**src/rtl/pixlink_pkg.sv**
```systemverilog
package pixlink_pkg;

    localparam int LANES   = 4;
    localparam int SLOTS   = 7;
    localparam int WORD_W  = 28;
    localparam int PHASE_W = $clog2(SLOTS);

    typedef struct packed {
        logic       spare;
        logic       de;
        logic       vsync;
        logic       hsync;
        logic [7:0] blu;
        logic [7:0] grn;
        logic [7:0] red;
    } pix_word_t;

    // bit i is sent in slot i
    localparam logic [SLOTS-1:0] FWD_CLK_FRAME = 7'b1100011;

    typedef enum logic [1:0] {
        PWR_OFF  = 2'd0,
        PWR_LOCK = 2'd1,
        PWR_RUN  = 2'd2
    } pwr_state_t;

    // Slot i of the returned frame is bit i.
    function automatic logic [SLOTS-1:0] lane_frame(pix_word_t w, int lane);
        logic [SLOTS-1:0] f;
        case (lane)
            0:       f = {w.grn[0], w.red[5:0]};
            1:       f = {w.blu[1:0], w.grn[5:1]};
            2:       f = {w.de, w.vsync, w.hsync, w.blu[5:2]};
            default: f = {w.spare, w.blu[7:6], w.grn[7:6], w.red[7:6]};
        endcase
        return f;
    endfunction

endpackage

```
**src/rtl/pxl_capture.sv**
```systemverilog
module pxl_capture
    import pixlink_pkg::*;
(
    input  logic              clk,
    input  logic              rst,
    input  logic              pix_clk,
    input  logic              edge_sel,
    input  logic [WORD_W-1:0] pix_word,
    output logic              strobe,
    output logic [WORD_W-1:0] hold_word
);

    logic pclk_q;

    always_comb begin
        if (edge_sel) strobe = pix_clk & ~pclk_q;
        else          strobe = ~pix_clk & pclk_q;
    end

    always_ff @(posedge clk) begin
        if (rst) begin
            pclk_q    <= 1'b0;
            hold_word <= '0;
        end else begin
            pclk_q <= pix_clk;
            if (strobe) hold_word <= pix_word;
        end
    end

endmodule

```
**src/rtl/pxl_framer.sv**
```systemverilog
module pxl_framer
    import pixlink_pkg::*;
(
    input  logic clk,
    input  logic rst,
    input  logic strobe,
    output logic load
);

    localparam logic [PHASE_W-1:0] LAST_PHASE = PHASE_W'(SLOTS - 1);
    localparam logic [PHASE_W-1:0] LOAD_PHASE = PHASE_W'(1);

    logic [PHASE_W-1:0] phase;

    always_ff @(posedge clk) begin
        if (rst)                      phase <= '0;
        else if (strobe)              phase <= LOAD_PHASE;
        else if (phase == LAST_PHASE) phase <= '0;
        else                          phase <= phase + 1'b1;
    end

    assign load = (phase == LOAD_PHASE);

endmodule

```
**src/rtl/pxl_lane_shift.sv**
```systemverilog
module pxl_lane_shift
    import pixlink_pkg::*;
(
    input  logic             clk,
    input  logic             rst,
    input  logic             load,
    input  logic [SLOTS-1:0] par,
    output logic             ser
);

    logic [SLOTS-1:0] sr;

    always_ff @(posedge clk) begin
        if (rst)       sr <= '0;
        else if (load) sr <= par;
        else           sr <= sr >> 1;
    end

    assign ser = sr[0];

endmodule

```
**src/rtl/pxl_power_seq.sv**
```systemverilog
module pxl_power_seq
    import pixlink_pkg::*;
#(
    parameter int LOCK_CYCLES = 5_950_000
) (
    input  logic clk,
    input  logic rst,
    input  logic pd_n,
    input  logic load,
    output logic oe
);

    localparam int              CNT_W = $clog2(LOCK_CYCLES + 1);
    localparam logic [CNT_W-1:0] LIMIT = CNT_W'(LOCK_CYCLES);

    pwr_state_t       state;
    logic [CNT_W-1:0] cnt;

    always_ff @(posedge clk) begin
        if (rst) begin
            state <= PWR_OFF;
            cnt   <= '0;
        end else begin
            case (state)
                PWR_OFF: begin
                    cnt <= '0;
                    if (pd_n) state <= PWR_LOCK;
                end
                PWR_LOCK: begin
                    if (!pd_n) begin
                        state <= PWR_OFF;
                    end else if (cnt == LIMIT) begin
                        if (load) state <= PWR_RUN;
                    end else begin
                        cnt <= cnt + 1'b1;
                    end
                end
                PWR_RUN: if (!pd_n) state <= PWR_OFF;
                default: state <= PWR_OFF;
            endcase
        end
    end

    assign oe = (state == PWR_RUN);

endmodule

```
**src/rtl/pixlink_ser7_tx.sv**
```systemverilog
module pixlink_ser7_tx
    import pixlink_pkg::*;
#(
    parameter int LOCK_CYCLES = 5_950_000
) (
    input  logic              clk_bit,
    input  logic              rst,
    input  logic              pix_clk,
    input  logic              edge_sel,
    input  logic              pd_n,
    input  logic [WORD_W-1:0] pix_word,
    output logic [LANES-1:0]  lane_dat,
    output logic              lane_clk,
    output logic              lane_oe
);

    logic              strobe;
    logic              load;
    logic [WORD_W-1:0] hold_word;
    pix_word_t         held;
    logic [LANES-1:0]  ser_dat;
    logic              ser_clk;

    pxl_capture u_capture (
        .clk       (clk_bit),
        .rst       (rst),
        .pix_clk   (pix_clk),
        .edge_sel  (edge_sel),
        .pix_word  (pix_word),
        .strobe    (strobe),
        .hold_word (hold_word)
    );

    assign held = pix_word_t'(hold_word);

    pxl_framer u_framer (
        .clk    (clk_bit),
        .rst    (rst),
        .strobe (strobe),
        .load   (load)
    );

    for (genvar l = 0; l < LANES; l++) begin : g_lane
        pxl_lane_shift u_shift (
            .clk  (clk_bit),
            .rst  (rst),
            .load (load),
            .par  (lane_frame(held, l)),
            .ser  (ser_dat[l])
        );
    end

    pxl_lane_shift u_clk_shift (
        .clk  (clk_bit),
        .rst  (rst),
        .load (load),
        .par  (FWD_CLK_FRAME),
        .ser  (ser_clk)
    );

    pxl_power_seq #(.LOCK_CYCLES(LOCK_CYCLES)) u_power (
        .clk  (clk_bit),
        .rst  (rst),
        .pd_n (pd_n),
        .load (load),
        .oe   (lane_oe)
    );

    assign lane_dat = lane_oe ? ser_dat : '0;
    assign lane_clk = lane_oe & ser_clk;

endmodule

```
**config.mk**
```make
export PLATFORM = sky130hd
export DESIGN_NAME = pixlink_ser7_tx
export DESIGN_NICKNAME = d
export VERILOG_FILES = /design/src/rtl/pixlink_pkg.sv /design/src/rtl/pxl_capture.sv /design/src/rtl/pxl_framer.sv /design/src/rtl/pxl_lane_shift.sv /design/src/rtl/pxl_power_seq.sv /design/src/rtl/pixlink_ser7_tx.sv
export SDC_FILE = /design/constraint.sdc
export NUM_CORES = 1
export LEC_CHECK = 0
export CAP_MARGIN = 20
export CORE_MARGIN = 5
export CORE_UTILIZATION = 50
export DETAILED_ROUTE_END_ITERATION = 8
export HOLD_SLACK_MARGIN = 0.05
export PLACE_DENSITY = 0.74
export SYNTH_ARGS = -nofsm -noshare
export SYNTH_HDL_FRONTEND = slang
export SYNTH_SLANG_ARGS = --single-unit
```
**constraint.sdc**
```tcl
create_clock -name clk_bit -period 1.9 [get_ports clk_bit]
set_input_delay 0.38 -clock clk_bit [delete_from_list [all_inputs] [get_ports clk_bit]]
set_output_delay 0.38 -clock clk_bit [all_outputs]
set_load 0.05 [all_outputs]
```
==> results.ini <==
[cts]
cts.clk_slew.worst_paths_ps=100
cts_sinks=92
cts_tree=yes
numCtsBuffers=9
clock_latency_ps=360
cts_buffer_depth=2
cts.htree.levels=3
clk_root_buffer_cell=clkbuf_8

[synth]
ys.flop_type=dfxtp_1
synth_top_cells_by_area=dfxtp_1 49%, nand2_1 13%, a21oi_1 9.6%, nor2_1 2.7%, and2_1 2.0%
synth_seq_area_share_pct=49.3
synth_top_area_share_pct=49.3
ys_warn_count=0
synth-seq-cells=92
synthArstFlopShare_pct=0
syn_area_um2=3740
synth_area_leader_cell=dfxtp_1
synthCells=467
avgSynthCellArea_um2=8.01
synth-edff-count=0
ys_types=44
syn_nets=505

[worst_setup_path]
cp.arrival_ps=2080
crit_fanout=9
reg2reg_slack_ps=70
worstSetupPathType=register to register
critPathCaptureType=register
critPathRequiredTime_ps=2150
worstSetupStartpointType=register

[timing]
finalHoldViolCount=0
fin_crit_ps=1830
drv_slew=0
fin_ws_ps=72.3
slew_headroom_pct=71.9
fmax_mhz=547
fin_setup_tns_ps=0
setup_viol=0
worst_pin_slew_ps=419
clock_skew_ps=15.7
post-route-period-util_pct=96.2

[layout]
drive_gt1_share_pct=19.5
nets=576
layout_commonest_cell=nand2_1
layout_common_cells=126 x nand2_1, 85 x dfxtp_1, 71 x a21oi_1
final_area_um2=4880
fillers=640
num_antenna_cells=0
post-route-util_pct=67.2
syn_to_final_growth_pct=30.4

[place]
dpl.hpwl_um=6670
port_buffers=38
gp_congestion=0.880
place_area_um2=4560
pre_cts_ws_ps=-140

[drt]
vias=3459
drc_errors=0
vias_per_cell=5.39
ant_nets=0
drtPass1Iterations=4
wl_per_cell_um=14.4
wl_um=9220
initialDrtViolationCount=142

[die]
die_h_um=96.5
die_w_um=96.5
num_io_pins=39
initial_core_util_pct=51.5
core_um2=7250
row_count=31
design.die.area_um2=9310

[pwr]
peakVddDrop_mv=0.536
powerDensity_nw_per_um2=768
p_leak_nw=1.76

[grt]
overflow=0
antenna_found_initial=0
grt_max_degree=42
grt_usage_pct=21.0
grt_pass1_wl_um=15200
grt_pass1_vias=3345

[status]
run_status=completed

[hold_path]
hp-class=primary input to register

[flow_run]
cap_violations=0

report_power, final:
group	internal (mW)	leakage [nW]	switching [mW]	total, mW
Clock	0.645	0.110	0.745	1.39
Combinational	0.154	0.901	0.184	0.338
Sequential	1.99	0.750	0.0289	2.02
Total	2.79	1.76	0.958	3.75
worst paths after layout:
kind	from	endpoint	cells past startpoint
worst max-delay path	u_power.cnt[1]	u_power.cnt[3]	9
worst min-delay path	rst	g_lane[1].u_shift.sr[0]	3
worst max register to register	u_power.cnt[1]	u_power.cnt[3]	9
worst min register to register	u_clk_shift.sr[5]	u_clk_shift.sr[4]	1
critical path, stage by stage (launching register included):
cell and delay [ps]:
dfxtp_2 340, inv_1 70, ha_1 140, and4b_1 230, nand4_4 140, o21ai_2 210
buf_6 150, buf_4 120, nor2_1 40, o2bb2a_1 270
per-stage QoR:
stage | hold slack (ps) | cells | power [mW]
3_5_place_dp | 420 | 622 | 2.39
2_1_floorplan | 406 | 467 | 2.23
4_1_cts | 432 | 638 | 3.78
6_report | 442 | 642 | 3.75
3_3_place_gp | 411 | 622 | 2.38
5_1_grt | 460 | 642 | 3.90
routing by layer:
metal | share of wire [%] | vias up | GRT usage [%]
met4 | 1.4 | 0 | 7.48
met3 | 4.3 | 12 | 3.72
met2 | 50 | 69 | 36.7
met1 | 44 | 1633 | 25.9
li1 | - | 1745 | -
met5 | 0 | - | 0
repair_timing:
item | 4_1_cts | 5_1_grt
setup buffers | 0 | 4
gates cloned | 0 | 0
endpoints found under the setup margin | 6 | 21
hold buffers | 0 | 0
resized for setup | 2 | 19
pin swaps | 0 | 5
layout make-up:
type | instances | area (µm²) | area share, %
clock buffer | 9 | 124 | 2.54
clock inverter | 7 | 90.1 | 1.85
inverter | 11 | 41.3 | 0.847
multi-input combinational | 338 | 1830 | 37.6
sequential | 92 | 1850 | 38.0
tap | 99 | 124 | 2.54
timing repair buffer | 86 | 812 | 16.7
flip-flops by register name (all words and copies together) (netlist names):
name                 cells
u_power.cnt             23
g_lane.u_shift.sr       28
u_capture.hold_word     28
u_power.state            2
u_capture.pclk_q         1
u_framer.phase           3
u_clk_shift.sr           7
cells in the mapped netlist (2+ instances only):
cell,n
nand2_1,126
dfxtp_1,92
a21oi_1,72
nor2_1,27
clkbuf_1,18
and2_1,12
inv_1,11
nand3_1,11
nand4_1,8
or4_1,8
o21ai_0,6
ha_1,5
nor3_1,5
nor4_1,5
buf_1,4
nor2b_1,4
o2111ai_1,4
o211ai_1,4
o31ai_1,4
or3_1,4
a31oi_1,3
buf_2,3
o21a_1,3
a311oi_1,2
and4b_1,2
nand2b_1,2
o21ai_1,2
o22ai_1,2
o2bb2a_1,2
or2_2,2
cell families (layout without fill, tap and decap cells):
logic type,Yosys count,in the layout,synth area share (%)
compound gates,107,107,16.5
fa+ha+maj,5,5,1.67
buf+inv,37,113,3.85
flops,92,92,49.3
simple gates,226,226,28.7
Note: power is estimated with default switching activity, not from simulation.
